### src/rtl/ureg_pkg.sv
package ureg_pkg;
  localparam int DW        = 32;
  localparam int NF        = 10;
  localparam int SEG_WORDS = 4;

  localparam logic [3:0] FLD_SEGBUF  = 4'd0;
  localparam logic [3:0] FLD_DPTR    = 4'd1;
  localparam logic [3:0] FLD_QPTR    = 4'd2;
  localparam logic [3:0] FLD_KARG    = 4'd3;
  localparam logic [3:0] FLD_DID     = 4'd4;
  localparam logic [3:0] FLD_SCRATCH = 4'd5;
  localparam logic [3:0] FLD_PSIZE   = 4'd6;
  localparam logic [3:0] FLD_CNTX    = 4'd7;
  localparam logic [3:0] FLD_CNTY    = 4'd8;
  localparam logic [3:0] FLD_CNTZ    = 4'd9;
  localparam logic [3:0] FLD_END     = 4'd10;

  typedef enum logic [1:0] {
    SEQ_IDLE,
    SEQ_RUN,
    SEQ_WAIT
  } seq_state_e;

  // words each field occupies in the user register file
  function automatic logic [2:0] fld_words(input logic [3:0] f);
    case (f)
      FLD_SEGBUF:                                        fld_words = 3'(SEG_WORDS);
      FLD_DPTR, FLD_QPTR, FLD_KARG, FLD_DID, FLD_SCRATCH: fld_words = 3'd2;
      default:                                           fld_words = 3'd1;
    endcase
  endfunction

  function automatic logic is_count_fld(input logic [3:0] f);
    is_count_fld = (f == FLD_CNTX) || (f == FLD_CNTY) || (f == FLD_CNTZ);
  endfunction
endpackage

### src/rtl/ureg_divider.sv
// Restoring divider, one quotient bit per cycle; a zero divisor yields zero.
module ureg_divider #(
  parameter int NUM_W = 33,
  parameter int DEN_W = 16,
  parameter int Q_W   = 32,
  parameter int CW    = $clog2(NUM_W)
) (
  input  logic             clk,
  input  logic             rst_n,
  input  logic             go,
  input  logic [NUM_W-1:0] num,
  input  logic [DEN_W-1:0] den,
  output logic             done,
  output logic [Q_W-1:0]   quot
);
  logic             run_q, run_d;
  logic             done_q, done_d;
  logic [NUM_W-1:0] acc_q, acc_d;
  logic [DEN_W-1:0] rem_q, rem_d;
  logic [DEN_W-1:0] den_q, den_d;
  logic [CW-1:0]    cnt_q, cnt_d;

  logic [DEN_W:0]   trial;
  logic             ge;
  logic             last;

  always_comb begin
    trial  = {rem_q, acc_q[NUM_W-1]};
    ge     = (trial >= {1'b0, den_q});
    last   = (cnt_q == CW'(NUM_W - 1));
    run_d  = run_q;
    acc_d  = acc_q;
    rem_d  = rem_q;
    den_d  = den_q;
    cnt_d  = cnt_q;
    done_d = 1'b0;
    if (go) begin
      run_d = 1'b1;
      acc_d = num;
      rem_d = '0;
      den_d = den;
      cnt_d = '0;
    end else if (run_q) begin
      acc_d  = {acc_q[NUM_W-2:0], ge};
      rem_d  = ge ? DEN_W'(trial - {1'b0, den_q}) : trial[DEN_W-1:0];
      cnt_d  = cnt_q + CW'(1);
      if (last) begin
        run_d  = 1'b0;
        done_d = 1'b1;
      end
    end
  end

  always_ff @(posedge clk or negedge rst_n) begin
    if (!rst_n) begin
      run_q  <= 1'b0;
      done_q <= 1'b0;
      acc_q  <= '0;
      rem_q  <= '0;
      den_q  <= '0;
      cnt_q  <= '0;
    end else begin
      run_q  <= run_d;
      done_q <= done_d;
      acc_q  <= acc_d;
      rem_q  <= rem_d;
      den_q  <= den_d;
      cnt_q  <= cnt_d;
    end
  end

  assign done = done_q;
  assign quot = (den_q == '0) ? '0 : acc_q[Q_W-1:0];
endmodule

### src/rtl/ureg_word_mux.sv
// Picks the data word for the current field and word position.
module ureg_word_mux
  import ureg_pkg::*;
(
  input  logic [3:0]              fld,
  input  logic [1:0]              wrd,
  input  logic [SEG_WORDS*DW-1:0] segbuf,
  input  logic [2*DW-1:0]         dptr,
  input  logic [2*DW-1:0]         qptr,
  input  logic [2*DW-1:0]         kptr,
  input  logic [2*DW-1:0]         did,
  input  logic [DW-1:0]           scr_off,
  input  logic [DW-1:0]           psz_rnd,
  input  logic [DW-1:0]           quot,
  output logic [DW-1:0]           data
);
  function automatic logic [DW-1:0] half(input logic [2*DW-1:0] v, input logic hi);
    half = hi ? v[2*DW-1:DW] : v[DW-1:0];
  endfunction

  always_comb begin
    case (fld)
      FLD_SEGBUF:  data = segbuf[wrd*DW +: DW];
      FLD_DPTR:    data = half(dptr, wrd[0]);
      FLD_QPTR:    data = half(qptr, wrd[0]);
      FLD_KARG:    data = half(kptr, wrd[0]);
      FLD_DID:     data = half(did, wrd[0]);
      FLD_SCRATCH: data = wrd[0] ? psz_rnd : scr_off;
      FLD_PSIZE:   data = psz_rnd;
      FLD_CNTX, FLD_CNTY, FLD_CNTZ: data = quot;
      default:     data = '0;
    endcase
  end
endmodule

### src/rtl/ureg_sequencer.sv
// Walks the fields, allocates dense indices, stalls on the divider.
module ureg_sequencer
  import ureg_pkg::*;
#(
  parameter int CAP = 16,
  parameter int IW  = $clog2(CAP + 1)
) (
  input  logic          clk,
  input  logic          rst_n,
  input  logic          start,
  input  logic [NF-1:0] en,
  input  logic          div_done,
  output logic          accept,
  output logic          div_go,
  output logic [1:0]    dim,
  output logic [3:0]    fld,
  output logic [1:0]    wrd,
  output logic          wr_valid,
  output logic [IW-1:0] wr_idx,
  output logic          done,
  output logic          busy,
  output logic [IW-1:0] reg_count
);
  seq_state_e    st_q, st_d;
  logic [3:0]    fld_q, fld_d;
  logic [1:0]    wrd_q, wrd_d;
  logic [IW-1:0] idx_q, idx_d;
  logic          qrdy_q, qrdy_d;
  logic          last_word;

  always_comb begin
    st_d      = st_q;
    fld_d     = fld_q;
    wrd_d     = wrd_q;
    idx_d     = idx_q;
    qrdy_d    = qrdy_q;
    accept    = 1'b0;
    div_go    = 1'b0;
    wr_valid  = 1'b0;
    done      = 1'b0;
    last_word = ({1'b0, wrd_q} == (fld_words(fld_q) - 3'd1));
    case (st_q)
      SEQ_IDLE: begin
        if (start) begin
          accept = 1'b1;
          st_d   = SEQ_RUN;
          fld_d  = '0;
          wrd_d  = '0;
          idx_d  = '0;
          qrdy_d = 1'b0;
        end
      end
      SEQ_RUN: begin
        if (fld_q == FLD_END) begin
          done = 1'b1;
          st_d = SEQ_IDLE;
        end else if (!en[fld_q] || (idx_q == IW'(CAP))) begin
          // disabled field, or limit reached: skip without launching work
          fld_d  = fld_q + 4'd1;
          wrd_d  = '0;
          qrdy_d = 1'b0;
        end else if (is_count_fld(fld_q) && !qrdy_q) begin
          div_go = 1'b1;
          st_d   = SEQ_WAIT;
        end else begin
          wr_valid = 1'b1;
          idx_d    = idx_q + IW'(1);
          if (last_word) begin
            fld_d  = fld_q + 4'd1;
            wrd_d  = '0;
            qrdy_d = 1'b0;
          end else begin
            wrd_d = wrd_q + 2'd1;
          end
        end
      end
      SEQ_WAIT: begin
        if (div_done) begin
          qrdy_d = 1'b1;
          st_d   = SEQ_RUN;
        end
      end
      default: st_d = SEQ_IDLE;
    endcase
  end

  always_ff @(posedge clk or negedge rst_n) begin
    if (!rst_n) begin
      st_q   <= SEQ_IDLE;
      fld_q  <= '0;
      wrd_q  <= '0;
      idx_q  <= '0;
      qrdy_q <= 1'b0;
    end else begin
      st_q   <= st_d;
      fld_q  <= fld_d;
      wrd_q  <= wrd_d;
      idx_q  <= idx_d;
      qrdy_q <= qrdy_d;
    end
  end

  // count fields 7,8,9 map to dimensions 0,1,2
  assign dim       = fld_q[1:0] + 2'd1;
  assign fld       = fld_q;
  assign wrd       = wrd_q;
  assign wr_idx    = idx_q;
  assign reg_count = idx_q;
  assign busy      = (st_q != SEQ_IDLE);
endmodule

### src/rtl/dispatch_ureg_packer.sv
module dispatch_ureg_packer
  import ureg_pkg::*;
#(
  parameter int USER_CAP = 16,
  parameter int WG_W     = 16,
  parameter int IDX_W    = $clog2(USER_CAP + 1)
) (
  input  logic                    clk,
  input  logic                    rst_n,
  input  logic                    start,
  input  logic [NF-1:0]           field_en,
  input  logic [SEG_WORDS*DW-1:0] seg_desc,
  input  logic [2*DW-1:0]         dispatch_ptr,
  input  logic [2*DW-1:0]         queue_ptr,
  input  logic [2*DW-1:0]         kernarg_ptr,
  input  logic [2*DW-1:0]         dispatch_id,
  input  logic [DW-1:0]           scratch_off,
  input  logic [DW-1:0]           item_priv_bytes,
  input  logic [DW-1:0]           grid_x,
  input  logic [DW-1:0]           grid_y,
  input  logic [DW-1:0]           grid_z,
  input  logic [WG_W-1:0]         wg_x,
  input  logic [WG_W-1:0]         wg_y,
  input  logic [WG_W-1:0]         wg_z,
  output logic                    busy,
  output logic                    wr_valid,
  output logic [IDX_W-1:0]        wr_idx,
  output logic [DW-1:0]           wr_data,
  output logic                    done,
  output logic [IDX_W-1:0]        reg_count
);
  localparam int NUM_W = DW + 1;

  logic                    accept;
  logic                    div_go, div_done;
  logic [1:0]              dim, dsel;
  logic [3:0]              fld;
  logic [1:0]              wrd;
  logic [DW-1:0]           quot;
  logic [NUM_W-1:0]        div_num;
  logic [WG_W-1:0]         div_den;
  logic [DW-1:0]           psz_rnd_in;

  logic [NF-1:0]           en_q;
  logic [SEG_WORDS*DW-1:0] seg_q;
  logic [2*DW-1:0]         dptr_q, qptr_q, kptr_q, did_q;
  logic [DW-1:0]           scr_q, psz_q;
  logic [2:0][DW-1:0]      grid_q;
  logic [2:0][WG_W-1:0]    wg_q;

  assign psz_rnd_in = (item_priv_bytes + DW'(3)) & ~DW'(3);

  // capture registers, enabled only by an accepted start
  always_ff @(posedge clk or negedge rst_n) begin
    if (!rst_n) begin
      en_q   <= '0;
      seg_q  <= '0;
      dptr_q <= '0;
      qptr_q <= '0;
      kptr_q <= '0;
      did_q  <= '0;
      scr_q  <= '0;
      psz_q  <= '0;
      grid_q <= '0;
      wg_q   <= '0;
    end else if (accept) begin
      en_q   <= field_en;
      seg_q  <= seg_desc;
      dptr_q <= dispatch_ptr;
      qptr_q <= queue_ptr;
      kptr_q <= kernarg_ptr;
      did_q  <= dispatch_id;
      scr_q  <= scratch_off;
      psz_q  <= psz_rnd_in;
      grid_q <= {grid_z, grid_y, grid_x};
      wg_q   <= {wg_z, wg_y, wg_x};
    end
  end

  assign dsel    = (dim == 2'd3) ? 2'd0 : dim;
  assign div_num = {1'b0, grid_q[dsel]} + NUM_W'(wg_q[dsel]) - NUM_W'(1);
  assign div_den = wg_q[dsel];

  ureg_sequencer #(.CAP(USER_CAP), .IW(IDX_W)) u_seq (
    .clk       (clk),
    .rst_n     (rst_n),
    .start     (start),
    .en        (en_q),
    .div_done  (div_done),
    .accept    (accept),
    .div_go    (div_go),
    .dim       (dim),
    .fld       (fld),
    .wrd       (wrd),
    .wr_valid  (wr_valid),
    .wr_idx    (wr_idx),
    .done      (done),
    .busy      (busy),
    .reg_count (reg_count)
  );

  ureg_divider #(.NUM_W(NUM_W), .DEN_W(WG_W), .Q_W(DW)) u_div (
    .clk   (clk),
    .rst_n (rst_n),
    .go    (div_go),
    .num   (div_num),
    .den   (div_den),
    .done  (div_done),
    .quot  (quot)
  );

  ureg_word_mux u_mux (
    .fld     (fld),
    .wrd     (wrd),
    .segbuf  (seg_q),
    .dptr    (dptr_q),
    .qptr    (qptr_q),
    .kptr    (kptr_q),
    .did     (did_q),
    .scr_off (scr_q),
    .psz_rnd (psz_q),
    .quot    (quot),
    .data    (wr_data)
  );
endmodule

### config.mk
export PLATFORM = sky130hd
export DESIGN_NAME = dispatch_ureg_packer
export DESIGN_NICKNAME = d
export VERILOG_FILES = /design/src/rtl/ureg_pkg.sv /design/src/rtl/ureg_divider.sv /design/src/rtl/ureg_word_mux.sv /design/src/rtl/ureg_sequencer.sv /design/src/rtl/dispatch_ureg_packer.sv
export SDC_FILE = /design/constraint.sdc
export NUM_CORES = 2
export LEC_CHECK = 0
export ABC_AREA = 1
export BUFFER_PORTS_ARGS = -buffer_cell sky130_fd_sc_hd__buf_2
export CORE_MARGIN = 8
export CORE_UTILIZATION = 55
export CTS_CLUSTER_DIAMETER = 150
export CTS_CLUSTER_SIZE = 20
export DETAILED_ROUTE_END_ITERATION = 8
export PLACE_DENSITY_LB_ADDON = 0.15
export SETUP_SLACK_MARGIN = 0.2
export SLEW_MARGIN = 40
export SYNTH_ARGS = -nofsm -noshare
export SYNTH_HDL_FRONTEND = slang
export SYNTH_SLANG_ARGS = --single-unit
export TNS_END_PERCENT = 100
### constraint.sdc
create_clock -name clk -period 4.2 [get_ports clk]
set_input_delay 0.42 -clock clk [delete_from_list [all_inputs] [get_ports clk]]
set_output_delay 0.42 -clock clk [all_outputs]
set_load 0.1 [all_outputs]
==> impl_metrics.toml <==
[floorplanning]
fp.dieH_um = 273.3
start_util = 0.5549
die_area_um2 = 74700
num_rows = 94
io_pins = 650
core_area_um2 = 65630
die_w_um = 273.3

[place]
io_buffer_count = 649
routabilityCongestion = 1.043
post_dp_cell_area_um2 = 41060
dp_hpwl_mm = 111.3
dp.cells = 6501

[sta]
period_share = 0.9688
maxSlewViolCount = 0
hold_viol_final = 0
report.final.setup_viol = 0
worst_pin_slew_ps = 890.3
fmax_ghz = 0.2458
finClkSkew_ps = 23.27
slew_headroom = 0.4022
period_minus_slack_ps = 4069
whs_ps = 9.854
finalSetupTns_ps = 0
grt_setup_unrepaired = "true"

[final_layout]
seq_area_um2 = 17200
drive_above_1_share = 0.1470
layout_common_cells = "nand2_1 (2668), dfrtp_1 (686), buf_2 (626), inv_1 (357), nand3_1 (323)"
fin_cells = 6820
syn_to_final_growth_pct = 23.26
final_common_cell = "nand2_1"
finalNetCount = 6623
fillers = 5583
finalInstanceArea_um2 = 44890
multi_input_area_um2 = 16910

[logic_synthesis]
synth_edf_count = 0
syn_avg_cell_area_um2 = 7.060
yosys.area.top_type_share = 0.4721
synth-main-ff-cell = "dfrtp_1"
ys_warn_count = 0
synth-seq-area-share = 0.4721
syn_nets = 5838
async_flop_share = 1.000
yosys.area.top_type = "dfrtp_1"
ys_top_cells_by_area = "dfrtp_1 (47%), nand2_1 (28%), nand3_1 (4.5%)"
synthCells = 5158
syn-cell-area_um2 = 36420
synth.ff_latch_count = 687
yosysUniqueCellTypes = 42

[detailed_routing]
vias_per_cell = 5.590
drc = 0
wl_per_cell_um = 21.85
drt_wl_total_mm = 149.0
dr.pass1.iters = 7
num_vias = 38120
drt_iter0_drc = 4951
ant_nets = 0

[clock_network]
cts_tree = "yes"
clk_latency_ps = 630
cts_sinks = 687
cts_buffers = 40
clockBufferDepth = 3
h-tree-depth = 2
root_buffer = "clkbuf_16"
clkTransAtPathRegs_ps = 90

[grt]
antenna_found_initial = 13
grt_pass1_vias = 36510
grt_max_degree = 208
track_usage = 0.3874
grt_pass1_wl_mm = 222.8
grt_overflow_total = 0

[setup_path]
r2r_cells = 18
r2r_slack_ps = 470
path_max_fanout = 10
cp-end-kind = "output pin"
worst_setup_path_start_kind = "flop"
worstReg2RegEnd = "u_div.acc_q[10]"
cp.required_ps = 3780
worstReg2RegStart = "u_seq.fld[1]"
critPathKind = "reg2out"
crit_arrival_ps = 3650

[power]
p_leak_uw = 0.02465
power_density_nw_per_um2 = 256.0
irDropWorstVdd_uv = 310.9
total_power_uw = 11490

[worst_hold_path]
hp-class = "in2reg"
min_to = "grid_q[64]"
holdPathStages = 3
min-delay-start = "grid_z[0]"

[job]
drv_cap = 0

[status]
status = "finished clean"
-- Yosys cell counts, drive strengths merged, types with 2 or more instances --
master,count
inv,364
nand3,325
o22ai,4
a21oi,137
o21ai,224
nand3b,12
xor2,24
xnor2,8
nand4,26
fa,2
nand2,2670
dfrtp,687
buf,41
nor4,35
and2,7
nor2,168
a2bb2oi,32
nor3,28
a32oi,15
clkbuf,222
o21bai,3
or2,44
ha,73
-- worst max path at each step --
stage	depth (start not counted)	slack, ps	end	startpoint
finish	9	130	wr_data[29]	u_seq.fld[1]
global route	9	80	wr_data[29]	u_seq.fld[1]
floorplan	18	650	u_div.acc_q[13]	u_seq.fld[0]
detailed placement	19	470	u_div.acc_q[14]	u_seq.fld[1]
global placement	19	550	u_div.acc_q[26]	u_seq.fld[1]
CTS	10	230	wr_data[31]	u_seq.fld[1]
-- per-layer routing --
| layer | global-route usage | up-vias | routed length, um |
|---|---|---|---|
| met1 | 0.5236 | 17940 | 58560 |
| met4 | 0.1769 | 4 | 7847 |
| met5 | 0 | - | 24 |
| li1 | - | 17580 | - |
| met3 | 0.1178 | 380 | 18210 |
| met2 | 0.5702 | 2212 | 64370 |
-- what timing repair did --
action	4_1_cts	5_1_grt
hold buffers	258	0
hold endpoints to repair	343	0
buffers inserted	0	4
setup endpoints to repair	8	17
resized for setup	1	10
cloned	0	1
-- sequential cells by signal, summed over array words and instances, names as in the netlist, 33 cells and up --
register     cells
dptr_q          64
u_div.acc_q     33
grid_q          96
did_q           64
seg_q          128
wg_q            48
kptr_q          64
qptr_q          64
-- worst max-delay path, cell delays in order (launching register included) --
cell        delay, ps
dfrtp_1           450
inv_1             160
ha_1              250
nand2_1           310
clkinvlp_2        490
nand2_1           160
nand3_1            90
nor4_1            540
nand3_1           320
buf_12            260
-- logic make-up after synthesis --
kind of cell / after synthesis / synth area share
XOR/XNOR: 32 / 0.007696
AO/OA/AOI/OAI: 420 / 0.06336
AND/OR/NAND/NOR: 3316 / 0.3639
adder cells (fa/ha/maj): 75 / 0.02618
flip-flops: 687 / 0.4721
buffers and inverters: 628 / 0.06676
-- power breakdown --
part | switching, uW | internal [uW] | leakage [uW]
Combinational | 386 | 385 | 0.0152
Sequential | 0 | 6610 | 0.00890
Clock | 2360 | 1750 | 0.000531
Total | 2750 | 8740 | 0.0247
-- area by class of cell --
cell class                 count  share of cell area
multi-input combinational   3843              0.3768
clock inverter                 4            0.002063
inverter                     365             0.03097
sequential                   687              0.3831
tap                          864             0.02408
antenna                       10           0.0005575
clock buffer                  41             0.02238
timing repair buffer        1005              0.1600
timing repair inverter         1           0.0001115
-- through the flow --
step,worst slack [ps],util
4_1_cts,229.8,0.6818
3_5_place_dp,465.3,0.6256
5_1_grt,78.31,0.6837
2_1_floorplan,653.2,-
6_report,131.2,0.6839
3_3_place_gp,547.4,0.6244
(Power assumes the default switching activity.)
